File: config.mk
export PLATFORM = sky130hd
export DESIGN_NAME = uart_rx_core
export DESIGN_NICKNAME = d
export VERILOG_FILES = /design/src/rtl/uart_rx_pkg.sv /design/src/rtl/uart_rx_baud.sv /design/src/rtl/uart_rx_shift.sv /design/src/rtl/uart_rx_fifo.sv /design/src/rtl/uart_rx_core.sv
export SDC_FILE = /design/constraint.sdc
export NUM_CORES = 1
export LEC_CHECK = 0
export BUFFER_PORTS_ARGS = -buffer_cell sky130_fd_sc_hd__buf_2
export CAP_MARGIN = 25
export CORE_MARGIN = 10
export CORE_UTILIZATION = 55
export CTS_CLUSTER_SIZE = 20
export DETAILED_ROUTE_END_ITERATION = 6
export GPL_ROUTABILITY_DRIVEN = 0
export HOLD_SLACK_MARGIN = 0.03
export PLACE_DENSITY_LB_ADDON = 0.2
export SLEW_MARGIN = 20
export SYNTH_ARGS = -nofsm -noshare
export SYNTH_HDL_FRONTEND = slang
export SYNTH_SLANG_ARGS = --single-unit
File: constraint.sdc
create_clock -name clk_i -period 5.3 [get_ports clk_i]
set_input_delay 0.265 -clock clk_i [delete_from_list [all_inputs] [get_ports clk_i]]
set_output_delay 0.265 -clock clk_i [all_outputs]
set_load 0.05 [all_outputs]
File: src/rtl/uart_rx_pkg.sv
package uart_rx_pkg;
  localparam int CTL_EN   = 0;
  localparam int CTL_SYNC = 1;
  localparam int CTL_CONT = 2;
  localparam int CTL_NINE = 3;
  localparam int CTL_HS   = 4;
  localparam int CTL_IRQ  = 5;
  localparam int CTL_W    = 6;

  typedef struct packed {
    logic [8:0] data;
    logic       ferr;
  } rx_word_t;

  typedef enum logic [1:0] {ST_IDLE, ST_START, ST_DATA, ST_STOP} rx_state_e;
endpackage

File: src/rtl/uart_rx_baud.sv
module uart_rx_baud #(
  parameter int DIV_W    = 8,
  parameter int NORM_PRE = 4
) (
  input  logic             clk_i,
  input  logic             rst_ni,
  input  logic             en_i,
  input  logic             hs_i,
  input  logic [DIV_W-1:0] div_i,
  output logic             tick_o
);
  localparam int CW = DIV_W + $clog2(NORM_PRE) + 1;

  logic [CW-1:0] cnt_q, lim;

  // normal mode stretches each oversample period by NORM_PRE
  always_comb begin
    if (hs_i) lim = CW'(div_i);
    else      lim = CW'((CW'(div_i) + CW'(1)) * CW'(NORM_PRE) - CW'(1));
  end

  always_ff @(posedge clk_i or negedge rst_ni) begin
    if (!rst_ni) begin
      cnt_q  <= '0;
      tick_o <= 1'b0;
    end else if (!en_i) begin
      cnt_q  <= '0;
      tick_o <= 1'b0;
    end else if (cnt_q >= lim) begin
      cnt_q  <= '0;
      tick_o <= 1'b1;
    end else begin
      cnt_q  <= cnt_q + CW'(1);
      tick_o <= 1'b0;
    end
  end
endmodule

File: src/rtl/uart_rx_shift.sv
module uart_rx_shift
  import uart_rx_pkg::*;
#(
  parameter int OSR = 16
) (
  input  logic     clk_i,
  input  logic     rst_ni,
  input  logic     en_i,
  input  logic     tick_i,
  input  logic     rx_i,
  input  logic     nine_i,
  output logic     done_o,
  output rx_word_t word_o
);
  localparam int OW  = $clog2(OSR);
  localparam int MID = OSR / 2;

  rx_state_e   state_q;
  logic [OW-1:0] os_q;
  logic [3:0]  bit_q;
  logic [8:0]  sh_q;
  logic [1:0]  smp_q;
  logic        vote;
  logic [3:0]  last_bit;

  assign vote     = (smp_q[1] & smp_q[0]) | (smp_q[1] & rx_i) | (smp_q[0] & rx_i);
  assign last_bit = nine_i ? 4'd8 : 4'd7;

  always_ff @(posedge clk_i or negedge rst_ni) begin
    if (!rst_ni) begin
      state_q <= ST_IDLE;
      os_q    <= '0;
      bit_q   <= '0;
      sh_q    <= '0;
      smp_q   <= '0;
      done_o  <= 1'b0;
      word_o  <= '0;
    end else if (!en_i) begin
      state_q <= ST_IDLE;
      done_o  <= 1'b0;
    end else begin
      done_o <= 1'b0;
      if (tick_i) begin
        if (state_q == ST_IDLE) begin
          if (!rx_i) begin
            state_q <= ST_START;
            os_q    <= '0;
          end
        end else begin
          os_q <= (os_q == OW'(OSR - 1)) ? '0 : os_q + OW'(1);
          if (os_q == OW'(MID - 1)) smp_q[1] <= rx_i;
          if (os_q == OW'(MID))     smp_q[0] <= rx_i;
          if (os_q == OW'(MID + 1)) begin
            unique case (state_q)
              ST_START: if (vote) state_q <= ST_IDLE;
              ST_DATA:  sh_q <= {vote, sh_q[8:1]};
              ST_STOP: begin
                done_o      <= 1'b1;
                word_o.data <= nine_i ? sh_q : {1'b0, sh_q[8:1]};
                word_o.ferr <= ~vote;
                state_q     <= ST_IDLE;
              end
              default: ;
            endcase
          end
          if (os_q == OW'(OSR - 1)) begin
            if (state_q == ST_START) begin
              state_q <= ST_DATA;
              bit_q   <= '0;
            end else if (state_q == ST_DATA) begin
              bit_q <= bit_q + 4'd1;
              if (bit_q == last_bit) state_q <= ST_STOP;
            end
          end
        end
      end
    end
  end
endmodule

File: src/rtl/uart_rx_fifo.sv
module uart_rx_fifo
  import uart_rx_pkg::*;
#(
  parameter int DEPTH = 2
) (
  input  logic     clk_i,
  input  logic     rst_ni,
  input  logic     push_i,
  input  rx_word_t wdata_i,
  input  logic     pop_i,
  output rx_word_t head_o,
  output logic     empty_o,
  output logic     full_o,
  output logic [$clog2(DEPTH+1)-1:0] count_o
);
  localparam int AW = (DEPTH > 1) ? $clog2(DEPTH) : 1;
  localparam int CW = $clog2(DEPTH + 1);

  rx_word_t mem_q [DEPTH];
  logic [AW-1:0] wp_q, rp_q;
  logic [CW-1:0] cnt_q;
  logic do_push, do_pop;

  function automatic logic [AW-1:0] nxt(input logic [AW-1:0] p);
    return (p == AW'(DEPTH - 1)) ? '0 : p + AW'(1);
  endfunction

  assign empty_o = (cnt_q == '0);
  assign full_o  = (cnt_q == CW'(DEPTH));
  assign count_o = cnt_q;
  assign head_o  = mem_q[rp_q];
  assign do_pop  = pop_i & ~empty_o;
  assign do_push = push_i & (~full_o | do_pop);

  always_ff @(posedge clk_i or negedge rst_ni) begin
    if (!rst_ni) begin
      wp_q  <= '0;
      rp_q  <= '0;
      cnt_q <= '0;
      for (int i = 0; i < DEPTH; i++) mem_q[i] <= '0;
    end else begin
      if (do_push) begin
        mem_q[wp_q] <= wdata_i;
        wp_q        <= nxt(wp_q);
      end
      if (do_pop) rp_q <= nxt(rp_q);
      if (do_push && !do_pop)      cnt_q <= cnt_q + CW'(1);
      else if (do_pop && !do_push) cnt_q <= cnt_q - CW'(1);
    end
  end
endmodule

File: src/rtl/uart_rx_core.sv
module uart_rx_core
  import uart_rx_pkg::*;
#(
  parameter int DW          = 8,
  parameter int DIV_W       = 8,
  parameter int OSR         = 16,
  parameter int DEPTH       = 2,
  parameter int SYNC_STAGES = 2
) (
  input  logic          clk_i,
  input  logic          rst_ni,
  input  logic          rx_i,
  input  logic          we_i,
  input  logic          re_i,
  input  logic [1:0]    addr_i,
  input  logic [DW-1:0] wdata_i,
  output logic [DW-1:0] rdata_o,
  output logic          rx_done_o,
  output logic          irq_o,
  output logic          ferr_o,
  output logic          oerr_o
);
  localparam int CNT_W = $clog2(DEPTH + 1);

  logic [CTL_W-1:0] ctl_q;
  logic [DIV_W-1:0] div_q;
  logic [SYNC_STAGES-1:0] sync_q;
  logic rx_s, rx_en, cont_rx, tick, word_done, oerr_q;
  logic fifo_empty, fifo_full, push, pop;
  logic [CNT_W-1:0] fifo_cnt;
  rx_word_t word, head;
  logic [7:0] stat;

  // line synchronizer, idles high
  generate
    for (genvar g = 0; g < SYNC_STAGES; g++) begin : g_sync
      always_ff @(posedge clk_i or negedge rst_ni) begin
        if (!rst_ni) sync_q[g] <= 1'b1;
        else         sync_q[g] <= (g == 0) ? rx_i : sync_q[(g == 0) ? 0 : g - 1];
      end
    end
  endgenerate
  assign rx_s = sync_q[SYNC_STAGES-1];

  always_ff @(posedge clk_i or negedge rst_ni) begin
    if (!rst_ni) begin
      ctl_q <= '0;
      div_q <= '0;
    end else if (we_i) begin
      if (addr_i == 2'd0) ctl_q <= wdata_i[CTL_W-1:0];
      if (addr_i == 2'd1) div_q <= wdata_i[DIV_W-1:0];
    end
  end

  assign cont_rx = ctl_q[CTL_CONT];
  assign rx_en   = ctl_q[CTL_EN] & ~ctl_q[CTL_SYNC] & cont_rx;

  uart_rx_baud #(.DIV_W(DIV_W)) baud_i (
    .clk_i, .rst_ni, .en_i(rx_en), .hs_i(ctl_q[CTL_HS]), .div_i(div_q), .tick_o(tick)
  );

  uart_rx_shift #(.OSR(OSR)) shift_i (
    .clk_i, .rst_ni, .en_i(rx_en), .tick_i(tick), .rx_i(rx_s),
    .nine_i(ctl_q[CTL_NINE]), .done_o(word_done), .word_o(word)
  );

  assign pop  = re_i & (addr_i == 2'd3) & ~fifo_empty;
  assign push = word_done & ~oerr_q;

  always_ff @(posedge clk_i or negedge rst_ni) begin
    if (!rst_ni)                                oerr_q <= 1'b0;
    else if (!cont_rx)                          oerr_q <= 1'b0;
    else if (word_done && fifo_full && !pop)    oerr_q <= 1'b1;
  end

  uart_rx_fifo #(.DEPTH(DEPTH)) fifo_i (
    .clk_i, .rst_ni, .push_i(push), .wdata_i(word), .pop_i(pop),
    .head_o(head), .empty_o(fifo_empty), .full_o(fifo_full), .count_o(fifo_cnt)
  );

  assign stat = {4'd0, ~fifo_empty, oerr_q, head.ferr & ~fifo_empty, head.data[8] & ~fifo_empty};

  always_comb begin
    unique case (addr_i)
      2'd0:    rdata_o = DW'(ctl_q);
      2'd1:    rdata_o = DW'(div_q);
      2'd2:    rdata_o = DW'(stat);
      default: rdata_o = fifo_empty ? '0 : DW'(head.data[7:0]);
    endcase
  end

  assign rx_done_o = ~fifo_empty;
  assign irq_o     = ~fifo_empty & ctl_q[CTL_IRQ];
  assign ferr_o    = head.ferr & ~fifo_empty;
  assign oerr_o    = oerr_q;
endmodule

* Word-level counts from Yosys, hierarchy flattened
Cells that the tools add are included.
W data, S select, Z words.
** Storage, ports and cells
- Flip-flop bits (word level) :: 85
- Latch bits :: 0
- RAM bits :: 0
- ROM bits :: 0
- Input port bits :: 15
- Output and inout bits :: 12
- Memories kept :: 0
** Operators by class
- Add/subtract/negate cells :: 9
- Multiply operators :: 0
- Div/mod/pow operators :: 0
- Magnitude comparators :: 4
- Eq/ne operators :: 16
- Shifts and indexed selects :: 0
- Multiplexer cells :: 42
- Bitwise gates (word level) :: 24
- Reduce and logical (&&, ||, !) cells :: 22
** Operator list (count)
- $mux W10 :: 4
- $mux W11 :: 3
- $mux W2 :: 12
- $mux W4 :: 6
- $pmux W8 S3 :: 1
- $bwmux W20 :: 1
- $reduce_and A5 Y1 :: 3
- $and A1 B1 Y1 :: 13
- $eq A4 B4 Y1 const B :: 3
- $add A11 B1 Y11 const B :: 1
- $ge A11 B11 Y1 :: 1
- $mux W1 :: 11
- $sub A11 B1 Y11 const B :: 1
- $demux W10 S1 :: 1
- $eq A2 B2 Y1 const B :: 5
- $add A8 B1 Y9 const B :: 1
- $mux W9 :: 1
- $add A4 B1 Y4 const B :: 2
- $mux W8 :: 1
- $reduce_and A4 Y1 :: 2
- $logic_not A2 Y1 :: 3
- $not A1 Y1 :: 6
- $reduce_and A2 Y1 :: 3
- $logic_and A1 B1 Y1 :: 5
- other kinds (17) :: 27

* Longest topological paths before layout
Gate-level depths: netlist of run 1.
- Depth in word-level cells :: 13
- Mapped depth :: 13

* Modules after synthesis
Synthesis of run 1 repeated with hierarchy kept, for this count alone.
** Second synthesis, totals
- Cell total of the unflattened synthesis :: 438
- Area total of the unflattened synthesis :: 4872.2 um^2
** By module, submodules not included
- uart_rx_shift :: times used 1, cells each 150, area an instance 1647.8 um^2, sequential area each 800.8 um^2
- uart_rx_baud :: times used 1, cells each 142, area an instance 1213.7 um^2, sequential area each 300.3 um^2
- uart_rx_fifo :: times used 1, cells each 71, area an instance 1124.8 um^2, sequential area each 600.6 um^2
- uart_rx_core :: times used 1, cells each 75, area an instance 885.8 um^2, sequential area each 427.9 um^2

* Least setup slack after synthesis of run 1
No wires, ideal clock.
- Path kind :: register to register
- From :: register div_q[1]
- To :: register baud_i.cnt_q[2]
- Data arrival time :: 2941 ps
- Data required time :: 5228 ps
- Setup slack :: 2286 ps
- Cell stages (with the launch flop) :: 13
- Buffers on the path :: 1
- Path through :: dfrtp_1 ha_1 nand2b_4 or3_1 a2bb2oi_1 or3_1 nand3_1 ha_1 a21o_1 a221oi_1 nand4_1 clkbuf_1 nor2_1
** On the way
- Word-level cells in the longest chain between the ends :: 6
** Ends and longest elaborated chain
- start: declaration :: RTL line uart_rx_core.sv:26 : logic [DIV_W-1:0] div_q;
- start signal: assignment :: RTL line uart_rx_core.sv:51 : if (addr_i == 2'd1) div_q <= wdata_i[DIV_W-1:0];
- $add A8 B1 Y9 :: RTL line uart_rx_baud.sv:19 : else lim = CW'((CW'(div_i) + CW'(1)) * CW'(NORM_PRE) - CW'(1));
- $sub A11 B1 Y11 :: RTL line uart_rx_baud.sv:19
- $mux W11 * :: RTL line uart_rx_baud.sv:18 : if (hs_i) lim = CW'(div_i);
- $ge A11 B11 Y1 * :: RTL line uart_rx_baud.sv:29 : end else if (cnt_q >= lim) begin
- $mux W11 * :: RTL line uart_rx_baud.sv:29
- $mux W11 * :: RTL line uart_rx_baud.sv:26 : end else if (!en_i) begin
- end signal: assignment :: RTL line uart_rx_baud.sv:33 : cnt_q <= cnt_q + CW'(1);
- end: declaration :: RTL line uart_rx_baud.sv:14 : logic [CW-1:0] cnt_q, lim;
Every way passes the cells marked *; elsewhere a longest branch is shown, timed or not.
A chain may end at the register's enable or synchronous reset.

* Final worst setup path of run 1
- From :: register div_q[0]
- To :: register baud_i.cnt_q[3]
Same word-level chain as after synthesis.

==> impl_metrics.json, run 1 <==
{
  "outcome": "completed",
  "drt-total-wl_um": 9380,
  "die_area_mm2": 0.0127,
  "fin_cells": 554,
  "drt-initial-drc-count": 120,
  "path_cells": "ha_1 > nand2b_4 > or3_1 > a2bb2oi_1 > or3_1 > nand3_1 > ha_1 > nand4_1 > nor2_1 > a221oi_1 > nand4_1 > nor2_1",
  "yosysSeqAreaShare_pct": 45.2,
  "leakagePower_nw": 2.35,
  "p_sw_share_pct": 35.2,
  "worstHoldPathType": "primary input to register",
  "cts.sinks": 85,
  "cp.arrival_ps": 3810,
  "synth-seq-cells": 85,
  "diodes": 0,
  "cts_buffers": 9,
  "grt_max_degree": 86,
  "cap_violations": 0,
  "synth_cell_type_count": 61,
  "fill_cells": 690,
  "startpoint": "div_q[0]$_DFFE_PN0P_",
  "synth_edf_count": 0,
  "grt_pass1_wl_um": 16200,
  "synthFlopType": "dfrtp_1",
  "path_clk_slew_ps": 100,
  "r2r_setup_slack_ps": 1780,
  "start_util_pct": 57.0,
  "drive_gt1_share_pct": 22.7,
  "cts_buffer_depth": 2,
  "grt-ovfl-total": 0,
  "io_buffer_count": 26,
  "finalCritPeriodShare_pct": 66.5,
  "worstMarginPinSlew_ps": 763,
  "power.internal_mw": 1.00,
  "fin_nets": 481,
  "timing.slew.headroom_pct": 49.1,
  "cts_tree": "done",
  "critPathMaxStageDelay_ps": 510,
  "fin_setup_tns_ps": 0,
  "post_cts_buffers": 0,
  "utilization_pct": 61.5,
  "synth_area_per_cell_um2": 11.1,
  "fin_worst_skew_ps": 5.21,
  "synth_fp_nets": 463,
  "final_cell_mix": "83 x dfrtp_1, 39 x nand2_1, 36 x mux2_2",
  "p_seq_share_pct": 49.5,
  "final_common_cell": "dfrtp_1",
  "cts_resized": 0,
  "setup_viol": 0,
  "dp_cells": 536,
  "worst-setup-path-type": "register to register",
  "hold_buffers": 1,
  "placed_cell_area_mm2": 0.00485,
  "antenna_found_initial": 0,
  "die_height_um": 113,
  "clock.fmax_mhz": 284,
  "wl_per_cell_um": 16.9,
  "synthCells": 426,
  "syn_to_final_growth_pct": 7.84,
  "start_kind": "register",
  "p_sw_mw": 0.544,
  "rows": 33,
  "critPathRequiredTime_ps": 5590,
  "drv_slew": 0,
  "grt_usage_pct": 15.2,
  "hold_depth": 3,
  "root_buffer": "clkbuf_8",
  "die_w_um": 113,
  "drcViolationCount": 0,
  "vdd_ir_drop_max_mv": 0.127,
  "power_frac_comb_pct": 20.4,
  "vias_per_cell": 5.74,
  "ant_nets": 0,
  "rsz0062_at_grt": "no",
  "clk_latency_ps": 360,
  "vias": 3181,
  "async_reset_ff_share_pct": 100,
  "worstPathMaxFanout": 11,
  "clkPwrFrac_pct": 30.2,
  "io_pins": 27,
  "min_period_ps": 3520,
  "syn-cell-area_mm2": 0.00471,
  "htreeDepth": 3,
  "grt_pass1_vias": 3195,
  "yosys_warnings": 0,
  "final_area_mm2": 0.00508,
  "dr.pass1.iters": 6,
  "hpwl_um": 6580,
  "core-area_mm2": 0.00826,
  "hold_viol": 0,
  "end_kind": "register",
  "slowest_stage": "dfrtp_1",
  "r2r-end": "baud_i.cnt_q[3]$_DFF_PN0_",
  "cellPowerDensity_mw_per_mm2": 305,
  "r2r_cells": 12,
  "cp-endpoint": "baud_i.cnt_q[3]$_DFF_PN0_",
  "r2r_start": "div_q[0]$_DFFE_PN0P_"
}
metrics by stage:
stage	total power [mW]	worst slack, ps	hold slack [ps]
after detailed placement	1.09	1810	347
after global placement	1.08	1910	347
after global routing	1.64	1530	120
after CTS	1.56	1800	107
after floorplan	1.01	2290	-30.6
final	1.55	1780	117
cell type report:
type	count	area [µm²]	area share (%)
Sequential cell	85	2130	41.9
Multi-Input combinational cell	309	2410	47.5
Clock buffer	9	124	2.44
Timing Repair Buffer	28	156	3.08
Clock inverter	7	81.3	1.60
Tap cell	105	131	2.59
Inverter	11	41.3	0.813
worst max-delay path: cells and delay by family (launching register included):
family,cells,cell delay [ps]
adder cells (fa/ha/maj),2,650
flip-flops,1,510
AO/OA/AOI/OAI,2,510
AND/OR/NAND/NOR,8,1780
worst min-delay path by stage:
stage | startpoint | to | slack [ps]
3_3_place_gp | sync_q[0]$_DFF_PN1_ | rx_s$_DFF_PN1_ | 350
3_5_place_dp | sync_q[0]$_DFF_PN1_ | rx_s$_DFF_PN1_ | 350
6_report | wdata_i[4] | ctl_q[4]$_DFFE_PN0P_ | 120
2_1_floorplan | rst_ni | baud_i.cnt_q[0]$_DFF_PN0_ | -30
4_1_cts | wdata_i[4] | ctl_q[4]$_DFFE_PN0P_ | 110
5_1_grt | wdata_i[4] | ctl_q[4]$_DFFE_PN0P_ | 120
synth_stat cells, types with 2 or more instances:
master / instances / area share, %
inv_1: 10 / 0.80
nand3_1: 17 / 1.8
nand2_1: 39 / 3.1
dfstp_2: 2 / 1.1
nor3_1: 5 / 0.53
and3b_1: 2 / 0.37
o21ai_0: 26 / 2.8
o211ai_1: 2 / 0.32
a21o_1: 3 / 0.48
a31oi_1: 2 / 0.27
mux2i_1: 26 / 5.5
nand4_1: 9 / 1.2
and2_1: 3 / 0.40
a211oi_1: 2 / 0.32
mux2_4: 10 / 3.2
nand3b_1: 4 / 0.64
o221ai_1: 2 / 0.37
buf_6: 3 / 0.72
buf_4: 4 / 0.64
xnor2_1: 10 / 1.9
or3_1: 3 / 0.40
clkbuf_1: 7 / 0.56
dfrtp_1: 83 / 44
a21oi_1: 12 / 1.3
xor2_1: 12 / 2.2
buf_2: 6 / 0.64
mux2_2: 36 / 8.6
ha_1: 22 / 5.8
nand2b_1: 4 / 0.53
nor2b_1: 3 / 0.40
a22o_1: 2 / 0.37
nor2_1: 26 / 2.1
cells by family after synthesis:
group	Yosys count	synth area share, %
AND/OR/NAND/NOR	129	14.9
AO/OA/AOI/OAI	62	8.42
XOR/XNOR	22	4.09
adder cells (fa/ha/maj)	23	6.06
buffers and inverters	32	3.51
multiplexers	73	17.8
flip-flops	85	45.2
layer usage:
| layer | share of wire [%] | GRT usage (%) | wire length (µm) |
|---|---|---|---|
| met1 | 48 | 20.5 | 4540 |
| met3 | 2.9 | 3.41 | 268 |
| met4 | 1.7 | 4.65 | 157 |
| met2 | 47 | 23.9 | 4420 |
| met5 | 0 | 0 | 0 |
power by group through the flow:
stage	Clock [mW]	Combinational, mW	Sequential, mW
finish	0.467	0.315	0.765
global route	0.512	0.351	0.774
CTS	0.477	0.317	0.764
detailed placement	0	0.315	0.777
global placement	0	0.305	0.776
floorplan	0	0.296	0.717
sequential cells by signal (all words and copies together) (netlist names), 2 cells and up:
signal           count
shift_i.os_q         4
fifo_i.mem_q        20
div_q                8
shift_i.bit_q        4
shift_i.smp_q        2
shift_i.word_o      10
baud_i.cnt_q        11
shift_i.state_q      2
ctl_q                6
shift_i.sh_q         9
fifo_i.count_o       2
Note: power is estimated with default switching activity, not from simulation.
==> run 2: changes to the inputs <==
--- a/config.mk
+++ b/config.mk
@@ -5,6 +5,7 @@
 export SDC_FILE = /design/constraint.sdc
 export NUM_CORES = 1
 export LEC_CHECK = 0
+export ABC_AREA = 1
 export BUFFER_PORTS_ARGS = -buffer_cell sky130_fd_sc_hd__buf_2
 export CAP_MARGIN = 25
 export CORE_MARGIN = 10
==> constraint.sdc (replaced) <==
create_clock -name clk_i -period 3.55 [get_ports clk_i]
set_input_delay 0.1775 -clock clk_i [delete_from_list [all_inputs] [get_ports clk_i]]
set_output_delay 0.1775 -clock clk_i [all_outputs]
set_load 0.05 [all_outputs]
==> impl_metrics.json, run 2 <==
{
  "vias_per_cell": 5.30,
  "antenna_found_initial": 0,
  "synth_fp_nets": 618,
  "dr.pass1.iters": 4,
  "grt_max_degree": 50,
  "min_period_ps": 3000,
  "cap_violations": 0,
  "worstHoldPathType": "primary input to register",
  "yosys.area.top_type": "dfrtp_1",
  "synth_cell_type_count": 41,
  "path_clk_slew_ps": 90,
  "r2r_setup_slack_ps": 550,
  "cts_buffers": 9,
  "yosysSeqAreaShare_pct": 44.4,
  "r2r-end": "baud_i.cnt_q[5]$_DFF_PN0_",
  "cp.arrival_ps": 3290,
  "m1WireLength_um": 4790,
  "drt-initial-drc-count": 239,
  "hold_start": "wdata_i[6]",
  "drive_gt1_share_pct": 14.8,
  "dr.max_layer_used": "met4",
  "synth_area_per_cell_um2": 8.26,
  "post_cts_buffers": 0,
  "leakagePower_nw": 2.54,
  "hold_viol": 0,
  "netlist.area_leader.share_pct": 43.3,
  "die_area_mm2": 0.0129,
  "io_pins": 27,
  "finalCritPeriodShare_pct": 84.6,
  "yosysMostFrequentCell": "nand2_1",
  "vdd_ir_drop_max_mv": 0.183,
  "yosys_warnings": 0,
  "largest_register_ffs": 20,
  "final_cell_mix": "151 x nand2_1, 83 x dfrtp_1, 74 x inv_1",
  "r2r_start": "div_q[0]$_DFFE_PN0P_",
  "grt_pass1_wl_um": 17100,
  "diodes": 0,
  "top_regs": "fifo_i.mem_q x20, baud_i.cnt_q x11, shift_i.word_o x10",
  "cellPowerDensity_mw_per_mm2": 444,
  "r2r_cells": 17,
  "htreeDepth": 3,
  "hold_depth": 3,
  "cts_tree": "done",
  "synth_edf_count": 0,
  "die_height_um": 113,
  "cts.sinks": 85,
  "critPathRequiredTime_ps": 3830,
  "synth-seq-cells": 85,
  "fin_worst_skew_ps": 17.5,
  "wl_per_cell_um": 13.7,
  "drv_slew": 0,
  "rsz0062_at_grt": "no",
  "syn-cell-area_mm2": 0.00480,
  "route.met2.wl_um": 4490,
  "cts_buffer_depth": 2,
  "synthCells": 581,
  "worst-setup-path-type": "register to register",
  "end_kind": "register",
  "synth_area_leaders": "dfrtp_1 43%, nand2_1 12%, inv_1 5.8%",
  "fin_setup_tns_ps": 0,
  "worstMarginPinSlew_ps": 521,
  "die_w_um": 113,
  "cts_resized": 0,
  "start_util_pct": 55.8,
  "timing.slew.headroom_pct": 65.1,
  "rows": 34,
  "async_reset_ff_share_pct": 100,
  "outcome": "completed",
  "io_buffer_count": 26,
  "final_common_cell": "nand2_1",
  "ant_nets": 0,
  "grt_pass1_vias": 3615,
  "hpwl_um": 7310,
  "clk_latency_ps": 360,
  "synthFlopType": "dfrtp_1",
  "worstPathMaxFanout": 11,
  "dr_wl_met3_um": 450,
  "core-area_mm2": 0.00859,
  "largest_register": "fifo_i.mem_q",
  "fin_nets": 641,
  "setup_viol": 0,
  "root_buffer": "clkbuf_8",
  "synthTopCellsByCount": "151 x nand2_1, 83 x dfrtp_1, 74 x inv_1",
  "holdPathEnd": "div_q[6]$_DFFE_PN0P_",
  "utilization_pct": 60.5,
  "grt-ovfl-total": 0,
  "drcViolationCount": 0,
  "syn_to_final_growth_pct": 8.32,
  "layout_setup_ws_ps": 546,
  "clock.fmax_mhz": 333,
  "place_ws_ps": 559,
  "start_kind": "register",
  "grt_usage_pct": 15.8,
  "vias": 3797,
  "drt-total-wl_um": 9820
}
[run 2: cell types whose count changed after synthesis, moves of 20 or more]
cell / change
inv_1: +64
mux2_2: -35
mux2i_1: -22
nand2_1: +112
nor2_1: +20
o21ai_2: +24
[run 2: how the worst max path moves through the flow]
stage / start / end / slack (ps) / cells after the start
2_1_floorplan: div_q[0]$_DFFE_PN0P_ / baud_i.cnt_q[0]$_DFF_PN0_ / 1020 / 18
3_3_place_gp: div_q[0]$_DFFE_PN0P_ / baud_i.cnt_q[10]$_DFF_PN0_ / 720 / 17
3_5_place_dp: div_q[0]$_DFFE_PN0P_ / baud_i.cnt_q[3]$_DFF_PN0_ / 560 / 17
4_1_cts: div_q[0]$_DFFE_PN0P_ / baud_i.cnt_q[3]$_DFF_PN0_ / 550 / 17
5_1_grt: div_q[0]$_DFFE_PN0P_ / baud_i.cnt_q[8]$_DFF_PN0_ / 60 / 17
6_report: div_q[0]$_DFFE_PN0P_ / baud_i.cnt_q[5]$_DFF_PN0_ / 550 / 17
[run 2: cells by family (layout without fill, tap and decap cells)]
logic type | after synthesis | in the layout | synth area share [%]
compound gates | 103 | 103 | 14.0
buf+inv | 94 | 122 | 8.76
fa+ha+maj | 22 | 22 | 5.74
simple gates | 258 | 258 | 23.5
mux | 5 | 5 | 1.07
xor+xnor | 14 | 14 | 2.56
flops | 85 | 85 | 44.4
[run 2: critical path: stages (launching register included)]
cell and delay, ps:
dfrtp_1 490, ha_1 280, nand2_1 90, inv_1 100, nand3_1 90, nand2_1 110
nand3_1 110, nor2_1 180, nand2_1 80, nand2_1 60, nand3_1 70, ha_1 300
a21oi_1 140, o21a_1 130, nand2_1 40, nor2_1 130, nand3_1 330, nor2_1 200
[run 2: report_power, final]
group	internal [mW]	total, mW	switching (mW)
Combinational	0.148	0.473	0.325
Clock	0.358	0.735	0.377
Sequential	1.01	1.10	0.0852
[run 2: what timing repair did]
item | in CTS | in global routing
endpoints found under the setup margin | 0 | 0
hold buffers | 2 | 0
hold endpoints to repair | 35 | 0
[run 2: layer usage]
metal	track usage, %	vias to the layer above
li1	-	1931
met1	22.0	1783
met2	24.3	75
met3	3.31	8
met4	4.40	0
met5	0	-
[run 2: stage by stage]
stage,cells,total power [mW],hold slack [ps],cell area [µm²]
after floorplan,581,1.46,-118,4800
after global placement,698,1.58,285,4930
after detailed placement,699,1.59,180,4960
after CTS,717,2.33,68.9,5200
after global routing,717,2.43,92.2,5200
final,717,2.31,72.1,5200
[run 2: area by class of cell]
type | instances | area, µm²
clock buffer | 10 | 138
tap | 108 | 135
multi-input combinational | 402 | 2250
timing repair buffer | 29 | 180
fill | 755 | 3400
clock inverter | 6 | 77.6
sequential | 85 | 2130
inverter | 77 | 289
